$ cat src/rtl/awu_pkg.sv
package awu_pkg;

  localparam logic [1:0] KIND_FETCH = 2'b00;
  localparam logic [1:0] KIND_WRITE = 2'b01;
  localparam logic [1:0] KIND_READ  = 2'b10;

  localparam logic [1:0] SLOT_FETCH = 2'b00;
  localparam logic [1:0] SLOT_WRITE = 2'b01;
  localparam logic [1:0] SLOT_RSVD  = 2'b10;
  localparam logic [1:0] SLOT_RDWR  = 2'b11;

  // Byte count for a span/size code: 00 -> 1, 01 -> 2, otherwise 4.
  function automatic logic [2:0] span_bytes(input logic [1:0] code);
    case (code)
      2'b00:   span_bytes = 3'd1;
      2'b01:   span_bytes = 3'd2;
      default: span_bytes = 3'd4;
    endcase
  endfunction

endpackage

$ cat src/rtl/awu_regs.sv
module awu_regs #(
  parameter int NUM_SLOTS = 4,
  parameter int ADDR_W    = 32,
  parameter int IDX_W     = 3,
  parameter int CTRL_W    = 32
) (
  input  logic                  clk,
  input  logic                  rst_n,
  input  logic                  wr_en,
  input  logic [IDX_W-1:0]      idx,
  input  logic [ADDR_W-1:0]     wdata,
  input  logic                  task_switch,
  input  logic [NUM_SLOTS-1:0]  hit_vec,
  output logic [ADDR_W-1:0]     wp_addr [NUM_SLOTS],
  output logic [CTRL_W-1:0]     ctrl_q,
  output logic [NUM_SLOTS-1:0]  status_q,
  output logic [ADDR_W-1:0]     rdata
);

  localparam int STAT_IDX = NUM_SLOTS;
  localparam int CTRL_IDX = NUM_SLOTS + 1;
  localparam int LEX_BIT  = 2 * NUM_SLOTS;

  function automatic logic [CTRL_W-1:0] per_task_bits();
    logic [CTRL_W-1:0] m;
    m = '0;
    for (int n = 0; n < NUM_SLOTS; n++) m[2*n] = 1'b1;
    m[LEX_BIT] = 1'b1;
    return m;
  endfunction

  localparam logic [CTRL_W-1:0] TASK_MASK = per_task_bits();

  logic wr_stat, wr_ctrl;
  logic [CTRL_W-1:0]    ctrl_nxt;
  logic [NUM_SLOTS-1:0] status_nxt;

  assign wr_stat = wr_en && (idx == IDX_W'(STAT_IDX));
  assign wr_ctrl = wr_en && (idx == IDX_W'(CTRL_IDX));

  always_comb begin
    ctrl_nxt = wr_ctrl ? wdata[CTRL_W-1:0] : ctrl_q;
    if (task_switch) ctrl_nxt = ctrl_nxt & ~TASK_MASK;
    status_nxt = (wr_stat ? wdata[NUM_SLOTS-1:0] : status_q) | hit_vec;
  end

  generate
    for (genvar s = 0; s < NUM_SLOTS; s++) begin : g_addr
      always_ff @(posedge clk) begin
        if (!rst_n)                               wp_addr[s] <= '0;
        else if (wr_en && idx == IDX_W'(s))       wp_addr[s] <= wdata;
      end
    end
  endgenerate

  always_ff @(posedge clk) begin
    if (!rst_n) begin
      ctrl_q   <= '0;
      status_q <= '0;
    end else begin
      ctrl_q   <= ctrl_nxt;
      status_q <= status_nxt;
    end
  end

  always_comb begin
    rdata = '0;
    for (int s = 0; s < NUM_SLOTS; s++)
      if (idx == IDX_W'(s)) rdata = wp_addr[s];
    if (idx == IDX_W'(STAT_IDX)) rdata = ADDR_W'(status_q);
    if (idx == IDX_W'(CTRL_IDX)) rdata = ADDR_W'(ctrl_q);
  end

  // per-task bits are gone the edge after a task switch
  p_tsw_local_r4: assert property (@(posedge clk) disable iff (!rst_n)
    task_switch |=> ((ctrl_q & TASK_MASK) == '0));

  // global bits survive a task switch with no control write
  p_tsw_global_r4: assert property (@(posedge clk) disable iff (!rst_n)
    (task_switch && !wr_ctrl) |=> ((ctrl_q & ~TASK_MASK) == ($past(ctrl_q) & ~TASK_MASK)));

  // without a status write, no set bit is lost
  p_status_sticky_r10: assert property (@(posedge clk) disable iff (!rst_n)
    !wr_stat |=> ((status_q & $past(status_q)) == $past(status_q)));

endmodule

$ cat src/rtl/awu_slot_match.sv
module awu_slot_match
  import awu_pkg::*;
#(
  parameter int ADDR_W = 32
) (
  input  logic              clk,
  input  logic              rst_n,
  input  logic [ADDR_W-1:0] wp_addr,
  input  logic              armed,
  input  logic [1:0]        slot_kind,
  input  logic [1:0]        span_code,
  input  logic              acc_valid,
  input  logic [ADDR_W-1:0] acc_addr,
  input  logic [1:0]        acc_kind,
  input  logic [1:0]        acc_size,
  output logic              hit,
  output logic              is_data
);

  // Overlap of two inclusive byte ranges, computed one bit wider so that
  // neither range wraps past the top of the address space.
  function automatic logic ranges_overlap(input logic [ADDR_W-1:0] base,
                                          input logic [1:0] wcode,
                                          input logic [ADDR_W-1:0] addr,
                                          input logic [1:0] acode);
    logic [ADDR_W:0] w_lo, w_hi, a_lo, a_hi, wsz, asz;
    wsz  = (ADDR_W+1)'(span_bytes(wcode));
    asz  = (ADDR_W+1)'(span_bytes(acode));
    w_lo = {1'b0, base} & ~(wsz - 1'b1);
    w_hi = w_lo + wsz - 1'b1;
    a_lo = {1'b0, addr};
    a_hi = a_lo + asz - 1'b1;
    return (a_lo <= w_hi) && (w_lo <= a_hi);
  endfunction

  logic overlap;
  logic kind_ok;

  assign overlap = ranges_overlap(wp_addr, span_code, acc_addr, acc_size);

  always_comb begin
    case (slot_kind)
      SLOT_FETCH: kind_ok = (acc_kind == KIND_FETCH) && (acc_addr == wp_addr);
      SLOT_WRITE: kind_ok = (acc_kind == KIND_WRITE) && overlap;
      SLOT_RDWR:  kind_ok = ((acc_kind == KIND_WRITE) || (acc_kind == KIND_READ)) && overlap;
      default:    kind_ok = 1'b0;
    endcase
  end

  assign hit     = acc_valid && armed && kind_ok;
  assign is_data = slot_kind[0];

  // an unarmed slot stays quiet
  p_unarmed_quiet_r3: assert property (@(posedge clk) disable iff (!rst_n)
    !armed |-> !hit);

  // the reserved kind never matches
  p_reserved_kind_r8: assert property (@(posedge clk) disable iff (!rst_n)
    (slot_kind == SLOT_RSVD) |-> !hit);

  // a fetch never hits a data slot
  p_fetch_not_data_r7: assert property (@(posedge clk) disable iff (!rst_n)
    (acc_kind == KIND_FETCH && is_data) |-> !hit);

endmodule

$ cat src/rtl/addr_watch_unit.sv
module addr_watch_unit #(
  parameter int NUM_SLOTS = 4,
  parameter int ADDR_W    = 32,
  localparam int IDX_W    = $clog2(NUM_SLOTS + 2)
) (
  input  logic                 clk,
  input  logic                 rst_n,
  input  logic                 reg_wr_en,
  input  logic [IDX_W-1:0]     reg_idx,
  input  logic [ADDR_W-1:0]    reg_wdata,
  output logic [ADDR_W-1:0]    reg_rdata,
  input  logic                 acc_valid,
  input  logic [ADDR_W-1:0]    acc_addr,
  input  logic [1:0]           acc_kind,
  input  logic [1:0]           acc_size,
  input  logic                 task_switch,
  output logic                 trap_o,
  output logic [NUM_SLOTS-1:0] match_o
);

  localparam int CTRL_W     = 8 * NUM_SLOTS;
  localparam int FIELD_BASE = 4 * NUM_SLOTS;
  localparam int LEX_BIT    = 2 * NUM_SLOTS;
  localparam int GEX_BIT    = 2 * NUM_SLOTS + 1;

  logic [ADDR_W-1:0]    wp_addr [NUM_SLOTS];
  logic [CTRL_W-1:0]    ctrl_q;
  logic [NUM_SLOTS-1:0] status_q;
  logic [NUM_SLOTS-1:0] hit_vec;
  logic [NUM_SLOTS-1:0] data_vec;
  logic                 exact_on;
  logic                 trap_d;

  awu_regs #(
    .NUM_SLOTS(NUM_SLOTS), .ADDR_W(ADDR_W), .IDX_W(IDX_W), .CTRL_W(CTRL_W)
  ) u_regs (
    .clk(clk), .rst_n(rst_n), .wr_en(reg_wr_en), .idx(reg_idx),
    .wdata(reg_wdata), .task_switch(task_switch), .hit_vec(hit_vec),
    .wp_addr(wp_addr), .ctrl_q(ctrl_q), .status_q(status_q), .rdata(reg_rdata)
  );

  generate
    for (genvar s = 0; s < NUM_SLOTS; s++) begin : g_slot
      awu_slot_match #(.ADDR_W(ADDR_W)) u_match (
        .clk(clk), .rst_n(rst_n),
        .wp_addr(wp_addr[s]),
        .armed(ctrl_q[2*s] | ctrl_q[2*s+1]),
        .slot_kind(ctrl_q[FIELD_BASE+4*s +: 2]),
        .span_code(ctrl_q[FIELD_BASE+4*s+2 +: 2]),
        .acc_valid(acc_valid), .acc_addr(acc_addr),
        .acc_kind(acc_kind), .acc_size(acc_size),
        .hit(hit_vec[s]), .is_data(data_vec[s])
      );
    end
  endgenerate

  assign exact_on = ctrl_q[LEX_BIT] | ctrl_q[GEX_BIT];
  assign trap_d   = (|(hit_vec & ~data_vec)) | (exact_on & (|(hit_vec & data_vec)));

  always_ff @(posedge clk) begin
    if (!rst_n) begin
      trap_o  <= 1'b0;
      match_o <= '0;
    end else begin
      trap_o  <= trap_d;
      match_o <= hit_vec;
    end
  end

  // a trap is always accompanied by a reported match
  p_trap_has_match_r11: assert property (@(posedge clk) disable iff (!rst_n)
    trap_o |-> (match_o != '0));

  // with exact reporting off, only a fetch-slot hit can trap
  p_trap_gate_r11: assert property (@(posedge clk) disable iff (!rst_n)
    (acc_valid && !exact_on && ((hit_vec & ~data_vec) == '0)) |=> !trap_o);

  // every reported match is recorded in status
  p_match_recorded_r10: assert property (@(posedge clk) disable iff (!rst_n)
    ((match_o & ~status_q) == '0));

endmodule

$ cat config.mk
export PLATFORM = sky130hd
export DESIGN_NAME = addr_watch_unit
export DESIGN_NICKNAME = d
export VERILOG_FILES = /design/src/rtl/awu_pkg.sv /design/src/rtl/awu_regs.sv /design/src/rtl/awu_slot_match.sv /design/src/rtl/addr_watch_unit.sv
export SDC_FILE = /design/constraint.sdc
export NUM_CORES = 1
export LEC_CHECK = 0
export ABC_AREA = 1
export BUFFER_PORTS_ARGS = -buffer_cell sky130_fd_sc_hd__clkbuf_2
export CORE_UTILIZATION = 46
export DETAILED_ROUTE_END_ITERATION = 12
export PLACE_DENSITY = 0.62
export SYNTH_ARGS = -nofsm -noshare
export SYNTH_HDL_FRONTEND = slang
export SYNTH_SLANG_ARGS = --single-unit
$ cat constraint.sdc
create_clock -name clk -period 4.4 [get_ports clk]
set_input_delay 0.22 -clock clk [delete_from_list [all_inputs] [get_ports clk]]
set_output_delay 0.22 -clock clk [all_outputs]
set_load 0.05 [all_outputs]
==> flow_summary.ini, run 1 <==
[route]
drc = 0
antenna_left = 0
firstDrtPassIters = 5
vias = 28100
avgViaCountPerCell = 6.07
wl_per_cell_um = 26.0
routed_wl_mm = 120
drt-initial-drc-count = 3621

[sta]
finalSetupViolCount = 3
clock-skew-final_ns = 0.0163
final-hold-violation-count = 0
slew-limit-headroom_pct = 18.2
worstMarginPinSlew_ns = 1.22
post-route-period-util_pct = 104
drv_slew = 0
hold_ws_ns = 0.112
tns_ns = -0.459
fmaxAchievable_mhz = 218
rsz0062_at_grt = true
worst_slack_ns = -0.181
fin_crit_ns = 4.58

[final_layout]
nets = 4440
final_cell_area_mm2 = 0.0291
instances_no_fill = 4625
areaGrowthSynthToFinish_pct = 27.5
final_common_cell = buf_4
drive_gt1_share_pct = 23.5
final_cell_mix = buf_4, nand2_1, a21oi_1, inv_1, ha_1

[global_route]
grtUsageTotal_pct = 46.9
grt_pass1_wl_mm = 170
grt_pass1_vias = 26900
overflow = 0
antenna_found_initial = 6
grt_max_degree = 65

[setup_path]
worstPathArrival_ns = 5.04
crit_path_end_kind = register
reg2reg_slack_ns = -0.17
critPathMaxFanout = 4
cp_common_cell = nand2_1
slowest_delay_ns = 0.41
crit_slowest_cell = o21ai_0
crit_type = input port to register
cp-start-kind = input port
required_ns = 4.86

[logic_synthesis]
synthMuxAreaShare_pct = 0.132
synth_top_cell_by_area = ha_1
yosys_warnings = 0
synth_edf_count = 0
syn_nets = 3934
yosys.area_share.adder_pct = 23.2
ys_types = 61
synth.area.top_cells = ha_1, dfxtp_1, a21oi_1, nand2_1, inv_1
syn_area_mm2 = 0.0228
synth_top_area_share_pct = 22.8
synthFlopType = dfxtp_1
async_flop_share_pct = 0
yosys.area_share.simple_pct = 20.0
synthCells = 3437
syn_avg_cell_area_um2 = 6.64
synth_compound_area_share_pct = 24.2
synth_top_family_by_area = compound AO/OA/AOI/OAI gates
seq_area_frac_synth_pct = 14.8
synth_seq_cells = 169
synth_xor_area_share_pct = 7.33

[cts]
htree_levels = 4
cts_tree = done
clk_pin_slew_ns = 0.08
insertion_delay_ns = 0.53
cts_buffers = 17
root_buffer = clkbuf_16
clkSinkCount = 169
clockBufferDepth = 2

[run_status]
violations = setup timing
status = finished, violations left

[placement]
routabilityCongestion = 1.19
place_hpwl_mm = 98.5
place_area_mm2 = 0.0274
io_buffers = 112
dp_cells = 4542

[die]
die_area_mm2 = 0.0505
initial_utilization_pct = 46.6
ios = 113
die_h_um = 225
core_area_mm2 = 0.0490
fp.dieW_um = 225
rows = 81

[power_and_ir_drop]
p_leak_nw = 14.8
ir_worst_vdd_uv = 255
powerDensity_mw_per_mm2 = 310

[flow_run]
maxCapViolCount = 0

[hold_path]
hold_path_class = input port to register
## Yosys cell counts, drive strengths merged, types with 52 or more instances
cell type,n
nand2,604
inv,442
xnor2,91
o22ai,64
a21oi,455
nor2,200
nand3,94
ha,416
dfxtp,169
nand4,54
nor3,52
xor2,100
clkbuf,181
o21ai,286
## through the flow
step | utilization (%) | worst slack (ns) | total power, mW
finish | 59.5 | -0.181 | 9.01
global route | 59.5 | -0.386 | 9.51
CTS | 58.3 | -0.183 | 8.66
detailed placement | 56.0 | -0.812 | 6.78
global placement | 56.0 | -0.801 | 6.66
floorplan | - | 0.210 | 4.59
## worst paths after layout
kind	start	endpoint	cells past startpoint
setup / recovery	acc_size[1]	trap_o	33
hold / removal	reg_wdata[27]	u_regs.wp_addr[123]	3
setup reg to reg	u_regs.ctrl_q[31]	trap_o	34
hold reg to reg	u_regs.ctrl_q[12]	u_regs.ctrl_q[12]	2
## cells by family after synthesis
family                     Yosys count
and+or+nand+nor                   1056
AOI/OAI and AO/OA                  970
buffers and inverters              627
adders and majority gates          421
xor gates and xnor gates           191
DFF                                169
muxes                                3
## worst max-delay path: cells and delay by family
| family | cells | cell delay (ns) |
|---|---|---|
| AO/OA/AOI/OAI | 6 | 0.99 |
| XOR/XNOR | 1 | 0.26 |
| adder cells (fa/ha/maj) | 4 | 0.88 |
| buffers and inverters | 7 | 0.73 |
| AND/OR/NAND/NOR | 15 | 1.95 |
## metal layers
| layer | wire length (µm) | global-route usage [%] | vias up |
|---|---|---|---|
| met5 | 12 | 0 | - |
| met2 | 50800 | 71.6 | 1739 |
| met4 | 10700 | 35.2 | 2 |
| met1 | 44400 | 56.2 | 13000 |
| met3 | 14400 | 12.9 | 462 |
| li1 | - | - | 12800 |
## what timing repair did
item,CTS,global route
buffers inserted,28,18
gates resized for setup,85,120
gates cloned,0,0
hold buffers,1,0
endpoints found under the setup margin,9,9
pin swaps,48,104
endpoints found under the hold margin,1,0
## layout make-up
type | count | area [µm²]
fill | 4716 | 19800
antenna | 5 | 12.5
clock inverter | 14 | 169
sequential | 169 | 3410
tap | 664 | 831
inverter | 442 | 1670
timing repair buffer | 672 | 4810
multi-input combinational | 2641 | 17800
clock buffer | 18 | 439
## registers in the layout, indices dropped and copies added, names as in the netlist
register	count
u_regs.ctrl_q	32
u_regs.wp_addr	128
match_o	4
u_regs.status_q	4
trap_o	1
## power by group
group	switching, mW	internal, mW	total (mW)
Clock	0.855	0.829	1.68
Sequential	0.0641	1.58	1.64
Combinational	3.31	2.37	5.69
Total	4.23	4.78	9.01
(Power assumes the default switching activity.)
==> run 2: changes to the inputs <==
--- a/config.mk
+++ b/config.mk
@@ -9,7 +9,7 @@
 export BUFFER_PORTS_ARGS = -buffer_cell sky130_fd_sc_hd__clkbuf_2
 export CORE_UTILIZATION = 46
 export DETAILED_ROUTE_END_ITERATION = 12
-export PLACE_DENSITY = 0.62
+export PLACE_DENSITY = 0.65
 export SYNTH_ARGS = -nofsm -noshare
 export SYNTH_HDL_FRONTEND = slang
 export SYNTH_SLANG_ARGS = --single-unit
==> run 2 against run 1 <==
Global-route usage shrank 2.9 points. Sequential cell count is the same. The run still ends with setup timing left. Register-to-register slack gained 0.06 ns. Clock-buffer cell count is the same. Combinational power shrank 5.1%. Die area is the same. Worst setup slack gained 0.070 ns. Largest power group unchanged. Largest cell class unchanged. Core utilization shrank 1.0 points. Maximum frequency grew 1.5%. Design area shrank 1.7%. Sequential share of layout area grew 0.20 points. Cell count shrank 1.5%.
==> flow_summary.ini, run 2 (same netlist as run 1, synthesis figures left out) <==
[sta]
slew-limit-headroom_pct = 19.8
worstMarginPinSlew_ns = 1.19
drv_slew = 0
post-route-period-util_pct = 103
clock-skew-final_ns = 0.0198
fmaxAchievable_mhz = 222
tns_ns = -0.178
finalSetupViolCount = 2
fin_crit_ns = 4.51
worst_slack_ns = -0.112
final-hold-violation-count = 0
rsz0062_at_grt = true

[die]
core_area_mm2 = 0.0490
die_area_mm2 = 0.0505
ios = 113
die_h_um = 225
initial_utilization_pct = 46.6
rows = 81
fp.dieW_um = 225

[setup_path]
slowest_delay_ns = 0.37
reg2reg_slack_ns = -0.11
cp_common_cell = nand2_1
crit_path_end_kind = register
worstPathArrival_ns = 4.95
crit_slowest_cell = fa_2
crit_type = register to register
required_ns = 4.84
r2r_end = trap_o
r2r_start = u_regs.ctrl_q[18]
critPathMaxFanout = 3
worstRegToRegCells = 31
cp-start-kind = register

[placement]
routabilityCongestion = 1.14
place_area_mm2 = 0.0271
place_hpwl_mm = 93.6
dp_cells = 4494
io_buffers = 112

[final_layout]
areaGrowthSynthToFinish_pct = 25.3
final_common_cell = nand2_1
reg_top3 = u_regs.wp_addr: 128 flops, u_regs.ctrl_q: 32 flops
final_cell_area_mm2 = 0.0286
drive_gt1_share_pct = 22.5
regMostFlops = u_regs.wp_addr
final_cell_mix = nand2_1, buf_4, a21oi_1, inv_1, ha_1
instances_no_fill = 4557
nets = 4374
largest_reg_flops = 128

[cts]
clk_pin_slew_ns = 0.08
cts_buffers = 17
insertion_delay_ns = 0.50
root_buffer = clkbuf_16
cts.hold.buffers_added = 0
clkSinkCount = 169
htree_levels = 4
clockBufferDepth = 2
cts_tree = done

[power_and_ir_drop]
powerDensity_mw_per_mm2 = 304
p_leak_nw = 14.5
ir_worst_vdd_uv = 334
p_total_mw = 8.70

[global_route]
grtUsageTotal_pct = 44.1
grt_pass1_vias = 25600
grt_max_degree = 70
antenna_found_initial = 9
grt_pass1_wl_mm = 160
overflow = 0

[route]
wl_per_cell_um = 24.7
vias = 27100
antenna_left = 0
firstDrtPassIters = 6
drc = 0
avgViaCountPerCell = 5.94
drt-initial-drc-count = 2821
routed_wl_mm = 112

[hold_path]
hp-start = task_switch
worstHoldPathCells = 4
min_to = u_regs.ctrl_q[0]
hold_path_class = input port to register

[run_status]
status = finished, violations left
violations = setup timing

[flow_run]
maxCapViolCount = 0
## run 2: repair_timing
| item | CTS | global route |
|---|---|---|
| setup buffers | 12 | 16 |
| pin swaps | 45 | 91 |
| resized for setup | 84 | 122 |
| setup endpoints to repair | 9 | 9 |
## run 2: worst max path at each step
| stage | from | end | slack (ns) | cells past startpoint |
|---|---|---|---|---|
| 2_1_floorplan | u_regs.ctrl_q[31] | trap_o | 0.21 | 35 |
| 3_3_place_gp | u_regs.ctrl_q[30] | trap_o | -0.51 | 37 |
| 3_5_place_dp | acc_addr[1] | u_regs.status_q[1] | -0.54 | 30 |
| 4_1_cts | u_regs.ctrl_q[19] | trap_o | -0.1 | 30 |
| 5_1_grt | u_regs.ctrl_q[18] | trap_o | -0.43 | 42 |
| 6_report | u_regs.ctrl_q[18] | trap_o | -0.11 | 31 |
## run 2: per-layer routing
| layer | vias to the layer above | share of wire, % | global-route usage [%] | wire length (µm) |
|---|---|---|---|---|
| met2 | 1427 | 42 | 67.9 | 47500 |
| met5 | - | 0.031 | 0 | 35 |
| met4 | 6 | 8.4 | 32.4 | 9500 |
| li1 | 12700 | - | - | - |
| met1 | 12600 | 39 | 54.1 | 43700 |
| met3 | 382 | 10 | 9.35 | 11700 |
## run 2: worst max-delay path, delay by kind of cell, from the launching register on
family	cells	cell delay, ns
buffers and inverters	4	0.39
AND/OR/NAND/NOR	14	1.42
adder cells (fa/ha/maj)	3	0.91
XOR/XNOR	1	0.15
AO/OA/AOI/OAI	9	1.19
flip-flops	1	0.34
## run 2: final cells by class
class                      count  area, µm²
clock inverter                14        160
inverter                     442       1660
antenna                        3       7.51
clock buffer                  18        439
multi-input combinational   2641      17800
fill                        4946      20300
sequential                   169       3400
timing repair buffer         606       4290
tap                          664        831
## run 2: per-stage QoR
| step | util [%] | hold WS [ns] | setup WS, ns |
|---|---|---|---|
| after floorplan | - | 0.363 | 0.210 |
| after global placement | 55.3 | 0.445 | -0.507 |
| after detailed placement | 55.3 | 0.446 | -0.535 |
| after CTS | 57.3 | 0.0575 | -0.0960 |
| after global routing | 58.4 | 0.0658 | -0.426 |
| final | 58.4 | 0.0734 | -0.112 |
## run 2: where the power goes
group | internal [mW] | total [mW] | switching [mW]
clock | 0.864 | 1.65 | 0.786
combinational | 2.28 | 5.40 | 3.13
sequential | 1.58 | 1.65 | 0.0717
